===== src/rtl/dtlb_pkg.sv =====
package dtlb_pkg;

  typedef struct packed {
    logic uwe;
    logic ure;
    logic swe;
    logic sre;
    logic ci;
  } xlate_attr_t;

  localparam int unsigned ATTR_W = 5;

  typedef enum logic {
    SEL_MATCH = 1'b0,
    SEL_XLATE = 1'b1
  } wr_sel_e;

  function automatic logic access_ok(xlate_attr_t a, logic sup, logic wr);
    if (sup) return wr ? a.swe : a.sre;
    return wr ? a.uwe : a.ure;
  endfunction

endpackage


===== src/rtl/dtlb_entry_store.sv =====
module dtlb_entry_store
  import dtlb_pkg::*;
#(
  parameter int unsigned NUM_SETS = 4,
  parameter int unsigned NUM_WAYS = 2,
  parameter int unsigned TAG_W    = 17,
  parameter int unsigned PPN_W    = 19,
  parameter int unsigned LRU_W    = 2,
  localparam int unsigned SET_W   = $clog2(NUM_SETS),
  localparam int unsigned WAY_W   = (NUM_WAYS > 1) ? $clog2(NUM_WAYS) : 1
) (
  input  logic              clk_i,
  input  logic              rst_ni,
  input  logic              wr_en_i,
  input  logic              wr_sel_i,
  input  logic [SET_W-1:0]  wr_set_i,
  input  logic [WAY_W-1:0]  wr_way_i,
  input  logic [TAG_W-1:0]  wr_tag_i,
  input  logic              wr_valid_i,
  input  logic [LRU_W-1:0]  wr_lru_i,
  input  logic [PPN_W-1:0]  wr_ppn_i,
  input  xlate_attr_t       wr_attr_i,
  input  logic              upd_i,
  input  logic [SET_W-1:0]  upd_set_i,
  input  logic [WAY_W-1:0]  upd_way_i,
  input  logic [SET_W-1:0]  a_set_i,
  output logic [TAG_W-1:0]  a_tag_o   [NUM_WAYS],
  output logic              a_valid_o [NUM_WAYS],
  output logic [LRU_W-1:0]  a_lru_o   [NUM_WAYS],
  output logic [PPN_W-1:0]  a_ppn_o   [NUM_WAYS],
  output xlate_attr_t       a_attr_o  [NUM_WAYS],
  input  logic [SET_W-1:0]  b_set_i,
  output logic [TAG_W-1:0]  b_tag_o   [NUM_WAYS],
  output logic              b_valid_o [NUM_WAYS],
  output logic [LRU_W-1:0]  b_lru_o   [NUM_WAYS],
  output logic [PPN_W-1:0]  b_ppn_o   [NUM_WAYS],
  output xlate_attr_t       b_attr_o  [NUM_WAYS]
);

  localparam logic [LRU_W-1:0] LRU_MAX = {LRU_W{1'b1}};

  logic [TAG_W-1:0] tag_q   [NUM_SETS][NUM_WAYS];
  logic             valid_q [NUM_SETS][NUM_WAYS];
  logic [LRU_W-1:0] lru_q   [NUM_SETS][NUM_WAYS];
  logic [PPN_W-1:0] ppn_q   [NUM_SETS][NUM_WAYS];
  xlate_attr_t      attr_q  [NUM_SETS][NUM_WAYS];

  // valid and age: reset, aged by hits, overridden by tag-half writes
  always_ff @(posedge clk_i or negedge rst_ni) begin
    if (!rst_ni) begin
      for (int s = 0; s < NUM_SETS; s++)
        for (int w = 0; w < NUM_WAYS; w++) begin
          valid_q[s][w] <= 1'b0;
          lru_q[s][w]   <= '0;
        end
    end else begin
      for (int s = 0; s < NUM_SETS; s++)
        for (int w = 0; w < NUM_WAYS; w++) begin
          if (upd_i && upd_set_i == SET_W'(s)) begin
            if (upd_way_i == WAY_W'(w))   lru_q[s][w] <= LRU_MAX;
            else if (lru_q[s][w] != '0)   lru_q[s][w] <= lru_q[s][w] - 1'b1;
          end
          if (wr_en_i && wr_sel_i == SEL_MATCH &&
              wr_set_i == SET_W'(s) && wr_way_i == WAY_W'(w)) begin
            valid_q[s][w] <= wr_valid_i;
            lru_q[s][w]   <= wr_lru_i;
          end
        end
    end
  end

  // payload storage, no reset needed
  always_ff @(posedge clk_i) begin
    for (int s = 0; s < NUM_SETS; s++)
      for (int w = 0; w < NUM_WAYS; w++)
        if (wr_en_i && wr_set_i == SET_W'(s) && wr_way_i == WAY_W'(w)) begin
          if (wr_sel_i == SEL_MATCH) tag_q[s][w] <= wr_tag_i;
          else begin
            ppn_q[s][w]  <= wr_ppn_i;
            attr_q[s][w] <= wr_attr_i;
          end
        end
  end

  for (genvar w = 0; w < NUM_WAYS; w++) begin : g_rd
    assign a_tag_o[w]   = tag_q[a_set_i][w];
    assign a_valid_o[w] = valid_q[a_set_i][w];
    assign a_lru_o[w]   = lru_q[a_set_i][w];
    assign a_ppn_o[w]   = ppn_q[a_set_i][w];
    assign a_attr_o[w]  = attr_q[a_set_i][w];
    assign b_tag_o[w]   = tag_q[b_set_i][w];
    assign b_valid_o[w] = valid_q[b_set_i][w];
    assign b_lru_o[w]   = lru_q[b_set_i][w];
    assign b_ppn_o[w]   = ppn_q[b_set_i][w];
    assign b_attr_o[w]  = attr_q[b_set_i][w];
  end

  // check-only trace of the last aging request
  logic             chk_upd_q;
  logic [SET_W-1:0] chk_set_q;
  logic [WAY_W-1:0] chk_way_q;
  always_ff @(posedge clk_i or negedge rst_ni) begin
    if (!rst_ni) begin
      chk_upd_q <= 1'b0;
      chk_set_q <= '0;
      chk_way_q <= '0;
    end else begin
      chk_upd_q <= upd_i && !(wr_en_i && wr_sel_i == SEL_MATCH &&
                              wr_set_i == upd_set_i && wr_way_i == upd_way_i);
      chk_set_q <= upd_set_i;
      chk_way_q <= upd_way_i;
    end
  end

  AST_HIT_AGE_MAX: assert property (@(posedge clk_i) disable iff (!rst_ni)
    chk_upd_q |-> lru_q[chk_set_q][chk_way_q] == LRU_MAX);

endmodule


===== src/rtl/dtlb_way_match.sv =====
module dtlb_way_match
  import dtlb_pkg::*;
#(
  parameter int unsigned NUM_WAYS = 2,
  parameter int unsigned TAG_W    = 17,
  parameter int unsigned PPN_W    = 19,
  parameter int unsigned LRU_W    = 2,
  localparam int unsigned WAY_W   = (NUM_WAYS > 1) ? $clog2(NUM_WAYS) : 1
) (
  input  logic [TAG_W-1:0] tag_i,
  input  logic [TAG_W-1:0] tag_ways_i   [NUM_WAYS],
  input  logic             valid_ways_i [NUM_WAYS],
  input  logic [LRU_W-1:0] lru_ways_i   [NUM_WAYS],
  input  logic [PPN_W-1:0] ppn_ways_i   [NUM_WAYS],
  input  xlate_attr_t      attr_ways_i  [NUM_WAYS],
  output logic             hit_o,
  output logic [WAY_W-1:0] way_o,
  output logic [LRU_W-1:0] lru_o,
  output logic [PPN_W-1:0] ppn_o,
  output xlate_attr_t      attr_o
);

  logic [NUM_WAYS-1:0] way_hit;

  for (genvar w = 0; w < NUM_WAYS; w++) begin : g_cmp
    assign way_hit[w] = valid_ways_i[w] && (tag_ways_i[w] == tag_i);
  end

  // ascending scan: highest-numbered hit wins
  always_comb begin
    hit_o  = 1'b0;
    way_o  = '0;
    lru_o  = '0;
    ppn_o  = '0;
    attr_o = '0;
    for (int w = 0; w < NUM_WAYS; w++) begin
      if (way_hit[w]) begin
        hit_o  = 1'b1;
        way_o  = WAY_W'(w);
        lru_o  = lru_ways_i[w];
        ppn_o  = ppn_ways_i[w];
        attr_o = attr_ways_i[w];
      end
    end
  end

endmodule


===== src/rtl/dtlb_lookup.sv =====
module dtlb_lookup
  import dtlb_pkg::*;
#(
  parameter int unsigned VA_W       = 32,
  parameter int unsigned PAGE_BYTES = 8192,
  parameter int unsigned NUM_SETS   = 4,
  parameter int unsigned NUM_WAYS   = 2,
  parameter int unsigned LRU_W      = 2,
  localparam int unsigned PAGE_W    = $clog2(PAGE_BYTES),
  localparam int unsigned SET_W     = $clog2(NUM_SETS),
  localparam int unsigned WAY_W     = (NUM_WAYS > 1) ? $clog2(NUM_WAYS) : 1,
  localparam int unsigned TAG_W     = VA_W - PAGE_W - SET_W,
  localparam int unsigned PPN_W     = VA_W - PAGE_W
) (
  input  logic              clk_i,
  input  logic              rst_ni,
  input  logic              req_valid_i,
  input  logic [VA_W-1:0]   va_i,
  input  logic              we_i,
  input  logic              super_i,
  input  logic              xlate_en_i,
  input  logic              mmu_present_i,
  output logic [VA_W-1:0]   pa_o,
  output logic              ci_o,
  output logic              hit_o,
  output logic              page_fault_o,
  output logic              tlb_miss_o,
  input  logic              wr_en_i,
  input  logic              wr_sel_i,
  input  logic [SET_W-1:0]  wr_set_i,
  input  logic [WAY_W-1:0]  wr_way_i,
  input  logic [VA_W-1:0]   wr_data_i,
  input  logic [VA_W-1:0]   probe_va_i,
  input  logic              probe_we_i,
  output logic [VA_W-1:0]   probe_pa_o,
  output logic [LRU_W-1:0]  probe_age_o,
  output logic [7:0]        cfg_o
);

  logic active;
  assign active = xlate_en_i && mmu_present_i;

  // write data decode
  logic [TAG_W-1:0] wr_tag;
  logic [LRU_W-1:0] wr_lru;
  logic [PPN_W-1:0] wr_ppn;
  xlate_attr_t      wr_attr;
  logic             unused_wr;
  assign wr_tag    = wr_data_i[VA_W-1 -: TAG_W];
  assign wr_lru    = wr_data_i[1 +: LRU_W];
  assign wr_ppn    = wr_data_i[VA_W-1 -: PPN_W];
  assign wr_attr   = xlate_attr_t'(wr_data_i[ATTR_W-1:0]);
  assign unused_wr = ^wr_data_i[PAGE_W-1:ATTR_W];

  logic [SET_W-1:0] l_set, p_set;
  logic [TAG_W-1:0] l_tag, p_tag;
  assign l_set = va_i[PAGE_W +: SET_W];
  assign l_tag = va_i[VA_W-1 -: TAG_W];
  assign p_set = probe_va_i[PAGE_W +: SET_W];
  assign p_tag = probe_va_i[VA_W-1 -: TAG_W];

  logic [TAG_W-1:0] a_tag [NUM_WAYS], b_tag [NUM_WAYS];
  logic             a_vld [NUM_WAYS], b_vld [NUM_WAYS];
  logic [LRU_W-1:0] a_lru [NUM_WAYS], b_lru [NUM_WAYS];
  logic [PPN_W-1:0] a_ppn [NUM_WAYS], b_ppn [NUM_WAYS];
  xlate_attr_t      a_att [NUM_WAYS], b_att [NUM_WAYS];

  logic             l_hit, p_hit, upd;
  logic [WAY_W-1:0] l_way, p_way;
  logic [LRU_W-1:0] l_age, p_age;
  logic [PPN_W-1:0] l_ppn, p_ppn;
  xlate_attr_t      l_att, p_att;

  dtlb_entry_store #(
    .NUM_SETS(NUM_SETS), .NUM_WAYS(NUM_WAYS), .TAG_W(TAG_W),
    .PPN_W(PPN_W), .LRU_W(LRU_W)
  ) i_store (
    .clk_i, .rst_ni,
    .wr_en_i, .wr_sel_i, .wr_set_i, .wr_way_i,
    .wr_tag_i(wr_tag), .wr_valid_i(wr_data_i[0]), .wr_lru_i(wr_lru),
    .wr_ppn_i(wr_ppn), .wr_attr_i(wr_attr),
    .upd_i(upd), .upd_set_i(l_set), .upd_way_i(l_way),
    .a_set_i(l_set), .a_tag_o(a_tag), .a_valid_o(a_vld), .a_lru_o(a_lru),
    .a_ppn_o(a_ppn), .a_attr_o(a_att),
    .b_set_i(p_set), .b_tag_o(b_tag), .b_valid_o(b_vld), .b_lru_o(b_lru),
    .b_ppn_o(b_ppn), .b_attr_o(b_att)
  );

  dtlb_way_match #(
    .NUM_WAYS(NUM_WAYS), .TAG_W(TAG_W), .PPN_W(PPN_W), .LRU_W(LRU_W)
  ) i_match_req (
    .tag_i(l_tag), .tag_ways_i(a_tag), .valid_ways_i(a_vld),
    .lru_ways_i(a_lru), .ppn_ways_i(a_ppn), .attr_ways_i(a_att),
    .hit_o(l_hit), .way_o(l_way), .lru_o(l_age), .ppn_o(l_ppn), .attr_o(l_att)
  );

  dtlb_way_match #(
    .NUM_WAYS(NUM_WAYS), .TAG_W(TAG_W), .PPN_W(PPN_W), .LRU_W(LRU_W)
  ) i_match_probe (
    .tag_i(p_tag), .tag_ways_i(b_tag), .valid_ways_i(b_vld),
    .lru_ways_i(b_lru), .ppn_ways_i(b_ppn), .attr_ways_i(b_att),
    .hit_o(p_hit), .way_o(p_way), .lru_o(p_age), .ppn_o(p_ppn), .attr_o(p_att)
  );

  logic l_ok, p_ok, unused_pway;
  assign l_ok        = access_ok(l_att, super_i, we_i);
  assign p_ok        = access_ok(p_att, super_i, probe_we_i);
  assign unused_pway = ^p_way;

  // request path
  always_comb begin
    if (!active) begin
      pa_o = va_i;
      ci_o = va_i[VA_W-1];
    end else if (l_hit) begin
      pa_o = {l_ppn, va_i[PAGE_W-1:0]};
      ci_o = l_att.ci;
    end else begin
      pa_o = '0;
      ci_o = 1'b0;
    end
  end

  assign hit_o        = active && l_hit;
  assign page_fault_o = req_valid_i && active && l_hit && !l_ok;
  assign tlb_miss_o   = req_valid_i && active && !l_hit;
  assign upd          = req_valid_i && active && l_hit;

  // debug probe path: no strobes, no aging
  always_comb begin
    if (!active)             probe_pa_o = probe_va_i;
    else if (p_hit && p_ok)  probe_pa_o = {p_ppn, probe_va_i[PAGE_W-1:0]};
    else                     probe_pa_o = '0;
  end
  assign probe_age_o = (active && p_hit) ? p_age : '0;

  assign cfg_o = 8'((SET_W << 3) | (NUM_WAYS - 1));

  AST_MISS_PA_ZERO: assert property (@(posedge clk_i) disable iff (!rst_ni)
    tlb_miss_o |-> (pa_o == '0 && !hit_o && !ci_o));
  AST_STROBE_EXCL: assert property (@(posedge clk_i) disable iff (!rst_ni)
    !(page_fault_o && tlb_miss_o));
  AST_STROBE_NEEDS_REQ: assert property (@(posedge clk_i) disable iff (!rst_ni)
    !req_valid_i |-> (!page_fault_o && !tlb_miss_o));
  AST_BYPASS_QUIET: assert property (@(posedge clk_i) disable iff (!rst_ni)
    !(xlate_en_i && mmu_present_i) |-> (!hit_o && !page_fault_o && !tlb_miss_o
                                         && pa_o == va_i));
  AST_HIT_KEEPS_OFFSET: assert property (@(posedge clk_i) disable iff (!rst_ni)
    hit_o |-> pa_o[PAGE_W-1:0] == va_i[PAGE_W-1:0]);
  AST_AGE_HELD_IDLE: assert property (@(posedge clk_i) disable iff (!rst_ni)
    (!req_valid_i && !wr_en_i && $past(!req_valid_i && !wr_en_i) &&
     $stable(probe_va_i) && $stable(xlate_en_i) && $stable(mmu_present_i))
    |-> $stable(probe_age_o));

endmodule


===== config.mk =====
export PLATFORM = sky130hd
export DESIGN_NAME = dtlb_lookup
export DESIGN_NICKNAME = d
export VERILOG_FILES = /design/src/rtl/dtlb_pkg.sv /design/src/rtl/dtlb_entry_store.sv /design/src/rtl/dtlb_way_match.sv /design/src/rtl/dtlb_lookup.sv
export SDC_FILE = /design/constraint.sdc
export NUM_CORES = 1
export LEC_CHECK = 0
export BUFFER_PORTS_ARGS = -buffer_cell sky130_fd_sc_hd__buf_2
export CORE_MARGIN = 1
export CORE_UTILIZATION = 65
export DETAILED_ROUTE_END_ITERATION = 6
export GPL_TIMING_DRIVEN = 1
export PLACE_DENSITY = 0.86
export SKIP_CTS_REPAIR_TIMING = 1
export SYNTH_ARGS = -nofsm -noshare
export SYNTH_HDL_FRONTEND = slang
export SYNTH_HIERARCHICAL = 1
export SYNTH_SLANG_ARGS = --single-unit

===== constraint.sdc =====
create_clock -name clk_i -period 11.1 [get_ports clk_i]
set_input_delay 1.11 -clock clk_i [delete_from_list [all_inputs] [get_ports clk_i]]
set_output_delay 1.11 -clock clk_i [all_outputs]
set_load 0.02 [all_outputs]

==> impl_results.md <==
- Combinational share of power: 13.5%
- Max stage delay on crit path: 0.71 ns
- Crit path time final: 7.33 ns
- Cell Area, Synth: 18600 sq um
- GRT Total Usage: 35.9%
- Layout cell share with drive strength beyond 1: 37.6%
- DR vias: 12300
- Final Net Count: 1425
- Psw: 0.773 mW
- Hold depth: 1
- Clock Sink Count: 352
- Worst R2R End: i_store/lru_q[13]
- Die width: 171 microns
- Final setup violation count: 0
- Yosys Warn Count: 6
- Htree depth: 2
- Most frequent cells in the layout: edfxtp_1, mux4_2, buf_2
- Relative slew slack: 26.0%
- Worst slew pin tran: 1.11 ns
- Pleak: 7.23 nW
- Final Hold Viols: 0
- Via density: 7.18
- Detailed Route WL: 51100 microns
- Outcome: complete, no violations
- WS Path Type: in -> out
- DRT Pass-1 Iters: 5
- Global route overflow: 0
- Critical Path Fanout Max: 66
- TritonCTS Buffers: 36
- Hold Slack: 0.537 ns
- Max Cap Violations: 0
- CTS max path bufs: 3
- Internal cell power: 2.36 mW
- Worst Hold Class: reg -> reg
- Reg2Reg Depth: 11
- Setup_tns: 0 ns
- Commonest non-fill, non-tap cell in the layout: edfxtp_1
- Clk_skew: 0.0201 ns
- Sequence of cells on the critical path: buf_6, buf_4, mux4_2, xor2_1, nor4_2, nand3_2, o41ai_4, buf_4, and3_1, and2_1, nor2b_1, buf_2
- Ports: 187
- RSZ-0062 raised after global routing: no
- Sw Ratio: 24.7%
- HP Start: i_store/valid_q[4]
- Synth Instances: 1162
- DRC violations left: 0
- Non-Filler Instances: 1713
- Critical path endpoint category: primary output
- Seq pwr share: 48.7%
- Critical path's top delay family: simple AND/OR/NAND/NOR gates
- Clk pin slew, worst setup/hold paths: 0.05 ns
- Worst path arrival time: 6.22 ns
- CP dominant cell by count: buf_4
- Routed wire length per instance: 29.8 microns
- Post-route ant nets: 0
- Pin count of the biggest net entering global routing: 70
- Worst-skew pair later-pin latency: 0.53 ns
- Worst ir drop on vdd: 0.000131 V
- Clk pwr share: 37.8%
- Startpoint class of the critical path: primary input
- Placer congestion estimate: 0.888
- Die area: 29300 sq um
- Worst hold endpoint: i_store/valid_q[4]
- Area Overhead vs Synth: 11.9%
- TritonCTS clock tree: done
- First-pass GRT wire length: 73800 microns
- FF-to-FF Start: i_store/tag_q[3][29]
- Vias in the first global route: 12200
- Initial antenna violation count: 1
- Slew Viols, Final: 0
- Site row count: 61
- Reg2Reg Setup Slack: 6.27 ns
- HPWL Detailed: 31100 microns
- Total chip power: 3.13 mW
- Initial drt markers: 1751
- Final Cycle Share: 66.0%
- I/O Buffers: 170
- Initial core utilization: 66.5%
- Pwr dens: 150 nW/um^2
- Clk root buf: clkbuf_16
- Slowest CP cell: nand3_2
- Post-layout util: 74.4%
- Die Ht: 171 microns
- DP Cell Count: 1648
- Max Freq: 0.136 GHz
- Worst Path Required: 9.99 ns
- Core Box Area: 28000 sq um
- Mapped Avg Cell Area: 16.0 sq um
- CP Buf/Inv Count: 4
-- final cells by class --
type	instances	area (sq um)
antenna	1	2.50
clock buffer	50	996
clock inverter	14	154
fill	1580	7160
inverter	20	75.1
multi-input combinational	702	7630
sequential	352	10500
tap	378	473
timing repair buffer	196	1060
-- per-layer routing --
| layer | routed length [microns] | vias to the layer above | share of wire [%] | track usage, % |
|---|---|---|---|---|
| met5 | 8 | - | 0.016 | 0 |
| met4 | 2590 | 2 | 5.1 | 18.0 |
| met3 | 7200 | 194 | 14 | 10.4 |
| met2 | 24800 | 1148 | 49 | 58.3 |
| met1 | 16500 | 6024 | 32 | 44.4 |
| li1 | - | 4939 | - | - |
-- power groups by stage --
stage	clock [mW]	sequential, mW	combinational (mW)
final	1.18	1.52	0.422
after global routing	1.24	1.53	0.445
after CTS	1.19	1.52	0.412
after detailed placement	0	1.55	0.407
after global placement	0	1.54	0.395
after floorplan	0	1.54	0.278
-- registers in the layout, summed over array words and instances (netlist names) --
register,count
i_store/valid_q,8
i_store/ppn_q,152
i_store/tag_q,136
i_store/lru_q,16
i_store/attr_q,40
-- worst max path at each step --
stage / startpoint / to / cells after the start
floorplan: va_i[13] / page_fault_o / 13
detailed placement: va_i[13] / page_fault_o / 12
finish: va_i[13] / page_fault_o / 12
global placement: va_i[13] / page_fault_o / 12
CTS: va_i[13] / page_fault_o / 12
global route: va_i[13] / page_fault_o / 12
-- through the flow --
| stage | cell area [sq um] | setup slack (ns) |
|---|---|---|
| after global routing | 20800 | 3.53 |
| after floorplan | 18600 | 5.60 |
| final | 20800 | 3.77 |
| after CTS | 20800 | 3.84 |
| after detailed placement | 19700 | 3.87 |
| after global placement | 19700 | 3.91 |
Note: power is estimated with default switching activity, not from simulation.
